[config.mk]
export PLATFORM = sky130hd
export DESIGN_NAME = lcd_frame_buffer
export DESIGN_NICKNAME = d
export VERILOG_FILES = /design/src/rtl/lcdb_pkg.sv /design/src/rtl/lcdb_ram.sv /design/src/rtl/lcdb_update_ctl.sv /design/src/rtl/lcdb_latch.sv /design/src/rtl/lcd_frame_buffer.sv
export SDC_FILE = /design/constraint.sdc
export NUM_CORES = 1
export LEC_CHECK = 0
export ABC_CLOCK_PERIOD_IN_PS = 3100
export CORE_MARGIN = 1.5
export CORE_UTILIZATION = 30
export CTS_CLUSTER_DIAMETER = 60
export DETAILED_ROUTE_END_ITERATION = 8
export MAX_ROUTING_LAYER = met4
export PLACE_DENSITY = 0.49
export SLEW_MARGIN = 5
export SYNTH_ARGS = -nofsm -noshare
export SYNTH_HDL_FRONTEND = slang
export SYNTH_SLANG_ARGS = --single-unit
[constraint.sdc]
create_clock -name clk -period 3.1 [get_ports clk]
set_input_delay 0.465 -clock clk [delete_from_list [all_inputs] [get_ports clk]]
set_output_delay 0.465 -clock clk [all_outputs]
set_load 0.05 [all_outputs]
[src/rtl/lcdb_pkg.sv]
package lcdb_pkg;
  localparam int NUM_COM = 8;
  localparam int COM_AW  = 3;

  typedef enum logic [2:0] {
    DUTY_1 = 3'd0,
    DUTY_2 = 3'd1,
    DUTY_3 = 3'd2,
    DUTY_4 = 3'd3,
    DUTY_8 = 3'd4
  } duty_e;

  function automatic logic [3:0] com_count(input logic [2:0] code);
    case (code)
      DUTY_2:  com_count = 4'd2;
      DUTY_3:  com_count = 4'd3;
      DUTY_4:  com_count = 4'd4;
      DUTY_8:  com_count = 4'd8;
      default: com_count = 4'd1;
    endcase
  endfunction
endpackage

[src/rtl/lcdb_ram.sv]
module lcdb_ram
  import lcdb_pkg::*;
#(
  parameter int SEG_BITS = 52
) (
  input  logic                        clk,
  input  logic                        rst_n,
  input  logic                        en_i,
  input  logic                        lock_i,
  input  logic                        we_i,
  input  logic [COM_AW-1:0]           com_i,
  input  logic                        hi_i,
  input  logic [31:0]                 wdata_i,
  input  logic [3:0]                  act_cnt_i,
  output logic [31:0]                 rdata_o,
  output logic [NUM_COM*SEG_BITS-1:0] mem_flat_o
);
  localparam int HI_BITS = SEG_BITS - 32;

  logic [SEG_BITS-1:0] mem_q [NUM_COM];
  logic                wr_ok;

  assign wr_ok = we_i && !lock_i && ({1'b0, com_i} < act_cnt_i);

  for (genvar c = 0; c < NUM_COM; c++) begin : g_entry
    always_ff @(posedge clk or negedge rst_n) begin
      if (!rst_n) begin
        mem_q[c] <= '0;
      end else if (!en_i) begin
        mem_q[c] <= '0;
      end else if (wr_ok && (com_i == COM_AW'(c))) begin
        if (hi_i) mem_q[c][SEG_BITS-1:32] <= wdata_i[HI_BITS-1:0];
        else      mem_q[c][31:0]          <= wdata_i;
      end
    end
    assign mem_flat_o[c*SEG_BITS +: SEG_BITS] = mem_q[c];

    AST_RAM_LOCKED: assert property (@(posedge clk) disable iff (!rst_n)
      (en_i && lock_i) |=> $stable(mem_q[c]));
    AST_INACTIVE_WRITE_DROPPED: assert property (@(posedge clk) disable iff (!rst_n)
      (en_i && we_i && com_i == COM_AW'(c) && ({1'b0, com_i} >= act_cnt_i))
        |=> $stable(mem_q[c]));
    AST_DISABLE_CLEARS: assert property (@(posedge clk) disable iff (!rst_n)
      !en_i |=> (mem_q[c] == '0));
  end

  logic [SEG_BITS-1:0] rsel;
  logic [63:0]         rext;
  assign rsel    = mem_q[com_i];
  assign rext    = 64'(rsel);
  assign rdata_o = hi_i ? rext[63:32] : rext[31:0];
endmodule

[src/rtl/lcdb_update_ctl.sv]
module lcdb_update_ctl (
  input  logic clk,
  input  logic rst_n,
  input  logic en_i,
  input  logic frame_tick_i,
  input  logic req_set_i,
  input  logic done_clr_i,
  output logic req_o,
  output logic done_o,
  output logic xfer_o
);
  logic req_q, done_q;

  assign xfer_o = en_i && req_q && frame_tick_i;

  always_ff @(posedge clk or negedge rst_n) begin
    if (!rst_n) begin
      req_q  <= 1'b0;
      done_q <= 1'b0;
    end else if (!en_i) begin
      req_q  <= 1'b0;
      done_q <= 1'b0;
    end else begin
      req_q <= (req_q && !xfer_o) || req_set_i;
      if (xfer_o)          done_q <= 1'b1;
      else if (done_clr_i) done_q <= 1'b0;
    end
  end

  assign req_o  = req_q;
  assign done_o = done_q;

  AST_XFER_HANDSHAKE: assert property (@(posedge clk) disable iff (!rst_n)
    (xfer_o && !req_set_i) |=> (!req_o && done_o));
  AST_DONE_CAUSE: assert property (@(posedge clk) disable iff (!rst_n)
    $rose(done_o) |-> $past(xfer_o));
  AST_REQ_CAUSE: assert property (@(posedge clk) disable iff (!rst_n)
    $rose(req_o) |-> $past(req_set_i));
  AST_DONE_CLEAR: assert property (@(posedge clk) disable iff (!rst_n)
    (en_i && done_o && done_clr_i && !xfer_o) |=> !done_o);
endmodule

[src/rtl/lcdb_latch.sv]
module lcdb_latch
  import lcdb_pkg::*;
#(
  parameter int SEG_BITS = 52
) (
  input  logic                        clk,
  input  logic                        rst_n,
  input  logic                        en_i,
  input  logic                        xfer_i,
  input  logic [2:0]                  duty_i,
  input  logic [3:0]                  act_cnt_i,
  input  logic [NUM_COM*SEG_BITS-1:0] mem_flat_i,
  output logic [NUM_COM*SEG_BITS-1:0] disp_flat_o
);
  localparam int MUX_SEGS = 4;

  logic [SEG_BITS-1:0] seg_mask;
  always_comb begin
    seg_mask = '1;
    if (duty_i == DUTY_8) seg_mask[SEG_BITS-1 -: MUX_SEGS] = '0;
  end

  for (genvar c = 0; c < NUM_COM; c++) begin : g_com
    logic [SEG_BITS-1:0] disp_q;
    always_ff @(posedge clk or negedge rst_n) begin
      if (!rst_n) begin
        disp_q <= '0;
      end else if (!en_i) begin
        disp_q <= '0;
      end else if (xfer_i) begin
        if (4'(c) < act_cnt_i) disp_q <= mem_flat_i[c*SEG_BITS +: SEG_BITS] & seg_mask;
        else                   disp_q <= '0;
      end
    end
    assign disp_flat_o[c*SEG_BITS +: SEG_BITS] = disp_q;

    AST_INACTIVE_COM_BLANK: assert property (@(posedge clk) disable iff (!rst_n)
      (en_i && xfer_i && (4'(c) >= act_cnt_i)) |=> (disp_q == '0));
    AST_TOP_SEGS_MASKED: assert property (@(posedge clk) disable iff (!rst_n)
      (en_i && xfer_i && duty_i == DUTY_8) |=> (disp_q[SEG_BITS-1 -: MUX_SEGS] == '0));
  end

  AST_HOLD_BETWEEN_XFER: assert property (@(posedge clk) disable iff (!rst_n)
    (en_i && !xfer_i) |=> $stable(disp_flat_o));
endmodule

[src/rtl/lcd_frame_buffer.sv]
module lcd_frame_buffer
  import lcdb_pkg::*;
#(
  parameter int SEG_BITS = 52
) (
  input  logic                        clk,
  input  logic                        rst_n,
  input  logic                        en_i,
  input  logic [2:0]                  duty_i,
  input  logic                        frame_tick_i,
  input  logic                        reg_we_i,
  input  logic [4:0]                  reg_addr_i,
  input  logic [31:0]                 reg_wdata_i,
  output logic [31:0]                 reg_rdata_o,
  output logic [NUM_COM*SEG_BITS-1:0] disp_seg_o
);
  localparam logic [4:0] CTL_ADDR = 5'd16;

  logic                        sel_ram, sel_ctl;
  logic                        req, done, xfer;
  logic [3:0]                  act_cnt;
  logic [31:0]                 ram_rdata;
  logic [NUM_COM*SEG_BITS-1:0] mem_flat;

  assign sel_ram = !reg_addr_i[4];
  assign sel_ctl = (reg_addr_i == CTL_ADDR);
  assign act_cnt = com_count(duty_i);

  lcdb_ram #(.SEG_BITS(SEG_BITS)) u_ram (
    .clk        (clk),
    .rst_n      (rst_n),
    .en_i       (en_i),
    .lock_i     (req),
    .we_i       (reg_we_i && sel_ram),
    .com_i      (reg_addr_i[3:1]),
    .hi_i       (reg_addr_i[0]),
    .wdata_i    (reg_wdata_i),
    .act_cnt_i  (act_cnt),
    .rdata_o    (ram_rdata),
    .mem_flat_o (mem_flat)
  );

  lcdb_update_ctl u_ctl (
    .clk          (clk),
    .rst_n        (rst_n),
    .en_i         (en_i),
    .frame_tick_i (frame_tick_i),
    .req_set_i    (reg_we_i && sel_ctl && reg_wdata_i[0]),
    .done_clr_i   (reg_we_i && sel_ctl && reg_wdata_i[1]),
    .req_o        (req),
    .done_o       (done),
    .xfer_o       (xfer)
  );

  lcdb_latch #(.SEG_BITS(SEG_BITS)) u_latch (
    .clk         (clk),
    .rst_n       (rst_n),
    .en_i        (en_i),
    .xfer_i      (xfer),
    .duty_i      (duty_i),
    .act_cnt_i   (act_cnt),
    .mem_flat_i  (mem_flat),
    .disp_flat_o (disp_seg_o)
  );

  always_comb begin
    if (sel_ram)      reg_rdata_o = ram_rdata;
    else if (sel_ctl) reg_rdata_o = {30'd0, done, req};
    else              reg_rdata_o = '0;
  end
endmodule

==> flow_metrics.tcl <==
set metrics [dict create \
    cts_resized 0 \
    cts_sinks 834 \
    worstSkewPairLatency_ns 0.67 \
    numCtsBuffers 101 \
    gp_congestion 0.843 \
    die_h_um 343 \
    die_area_mm2 0.118 \
    grtUsageTotal 0.227 \
    startpoint_type "input port" \
    register_area_mm2 0.0209 \
    multi_input_area_mm2 0.0130 \
    status "finished clean" \
    finalSetupViolations 0 \
    tightest_slew_ns 1.03 \
    ys_warn_count 0 \
    ys_seq_area_frac 0.601 \
    cts_tree "done" \
    grt_pass1_wl_mm 189 \
    drive_gt1_frac 0.151 \
    synth_cell_types 38 \
    clk_pin_slew_ns 0.06 \
    report.final.slew_viol_count 0 \
    synth-compound-area-share 0.107 \
    syn_area_mm2 0.0347 \
    crit_type "input port to primary output" \
    synth_fp_nets 2657 \
    synthArstFlopShare 1.00 \
    cp.arrival_ns 2.53 \
    port_buffers 492 \
    yosys.area.top_type_share 0.601 \
    dpl.hpwl_mm 92.2 \
    synth_top_family_by_area "multiplexers" \
    synth_most_common_cell "dfrtp_1" \
    wl_per_cell_um 27.8 \
    vias 24400 \
    synth_edf_count 0 \
    power_density_mw_per_mm2 532 \
    start_util 0.303 \
    critical_path.max_fanout 23 \
    nets 3165 \
    grt_overflow 0 \
    syn_area_per_cell_um2 13.3 \
    final_area_mm2 0.0460 \
    power.leakage_uw 0.0228 \
    synth_largest_area_cell "dfrtp_1" \
    synth_seq_cells 834 \
    maxSlewHeadroom 0.311 \
    yosys.area_share.simple 0.0606 \
    muxShareOfSynthArea 0.202 \
    total_power_uw 24500 \
    synth_common_cells "834 x dfrtp_1, 468 x mux2i_1, 462 x nand2_1" \
    hold_violations 0 \
    grt_setup_unrepaired "no" \
    timing.final.crit_share 0.965 \
    cts_root_buf "clkbuf_16" \
    fmax_ghz 0.334 \
    core_area_mm2 0.115 \
    drc 0 \
    maxCapViolCount 0 \
    whs_ns 0.173 \
    hold_class "input port to register" \
    die_x_um 343 \
    dr.pass1.iters 5 \
    antenna_found_initial 6 \
    synth_cells 2610 \
    drt_wl_total_mm 131 \
    required_ns 2.63 \
    row_count 124 \
    grt_max_degree 120 \
    synth_top_flop_cell "dfrtp_1" \
    ctsHoldBuffers 1 \
    grt_pass1_vias 25900 \
    htree_levels 3 \
    final_antenna_net_count 0 \
    min_period_ns 2.99 \
    via_per_inst 5.17 \
    final_util 0.401 \
    synth_xor_area_frac 0.000252 \
    pin_count 493 \
    cts_setup_buffers 0 \
    area_growth_pct 32.3 \
    fillCellCount 10700 \
    crit_path_end_kind "primary output" \
    max-clock-path-buffers 3 \
    vdd_ir_drop_max_v 0.000429 \
    synthTopCellsByArea "dfrtp_1 60%, mux2i_1 13%, a22o_1 9.9%" \
    yosys.area_share.adder 0.000720 \
    drt-initial-drc-count 1874 \
    fin_skew_ns 0.0169 \
    dpl_cell_area_mm2 0.0425 \
]
[logic make-up (layout without fill, tap and decap cells)]
logic type      count (synthesis)  in the layout
flops                         834            834
xor+xnor                        1              1
mux                           572            572
fa+ha+maj                       2              2
compound gates                435            435
other cells                     0              4
buf+inv                       238            824
simple gates                  528            528
[layout by cell type (no fill, tap or decap), types with 6 or more instances in the layout]
cell type        count
clkbuf_16          105
nand2b_1             6
and2_1              17
clkdlybuf4s50_1    455
buf_4              126
buf_12              56
clkinv_2            17
o22ai_1             12
a22o_1             392
nor2_1              18
clkbuf_1            15
dfrtp_1            834
nand2_1            456
clkinvlp_4           6
o22ai_2              9
mux4_2             104
nor2b_1              7
nand2_2              6
clkbuf_8            19
bufinv_16           11
mux2i_1            468
[path summary, 6_finish.rpt]
kind	from	to	slack, ns	cells past startpoint
setup / recovery	reg_addr_i[1]	reg_rdata_o[13]	0.11	8
hold / removal	en_i	u_ram.mem_flat_o[87]	0.17	3
setup reg to reg	u_ctl.req_o	u_ram.mem_flat_o[175]	0.57	6
hold reg to reg	u_latch.g_com[7].disp_q[51]	u_latch.g_com[7].disp_q[51]	0.48	1
max in group asynchronous	rst_n	u_ram.mem_flat_o[226]	1.70	4
min in group asynchronous	rst_n	u_ram.mem_flat_o[149]	0.34	2
[state kept, by name (all words and copies together) (netlist names)]
register / cells
u_ctl.req_o: 1
u_ram.mem_flat_o: 416
u_latch.g_com.disp_q: 416
u_ctl.done_o: 1
[metrics by stage]
stage / std cells / TNS (ns) / setup slack [ns]
4_1_cts: 4708 / 0 / 0.0909
6_report: 4712 / 0 / 0.110
3_5_place_dp: 4526 / -34.01 / -0.215
5_1_grt: 4711 / 0 / 0.0671
3_3_place_gp: 4526 / -56.93 / -0.258
2_1_floorplan: 2610 / 0 / 0.000987
[critical path, stage by stage]
cell	delay, ns
buf_6	0.32
buf_12	0.28
buf_4	0.21
mux4_2	0.36
mux2i_1	0.31
buf_4	0.21
o22ai_2	0.09
buf_12	0.18
[where the power goes]
group | switching [uW] | total, uW | internal, uW | leakage (uW)
clock network | 4840 | 12400 | 7540 | 0.00171
logic | 823 | 1150 | 324 | 0.00939
registers | 27.8 | 10900 | 10900 | 0.0117
total | 5690 | 24500 | 18800 | 0.0228
[area by class of cell]
| class | instances | area share |
|---|---|---|
| flip-flops and latches | 834 | 0.454 |
| multi-input cells | 1538 | 0.283 |
| repair buffers | 642 | 0.145 |
| clock buffers | 139 | 0.0641 |
| well taps | 1512 | 0.0412 |
| clock inverters | 42 | 0.0117 |
| diodes | 4 | 0.000218 |
| inverters | 1 | 0.0000817 |
[routing by layer]
layer	track usage	share of wire	vias to the layer above
met4	0.0723	0.033	0
met1	0.283	0.42	12800
met5	-	0	-
li1	-	-	10500
met3	0.0541	0.066	201
met2	0.365	0.48	828
Note: power is estimated with default switching activity, not from simulation.
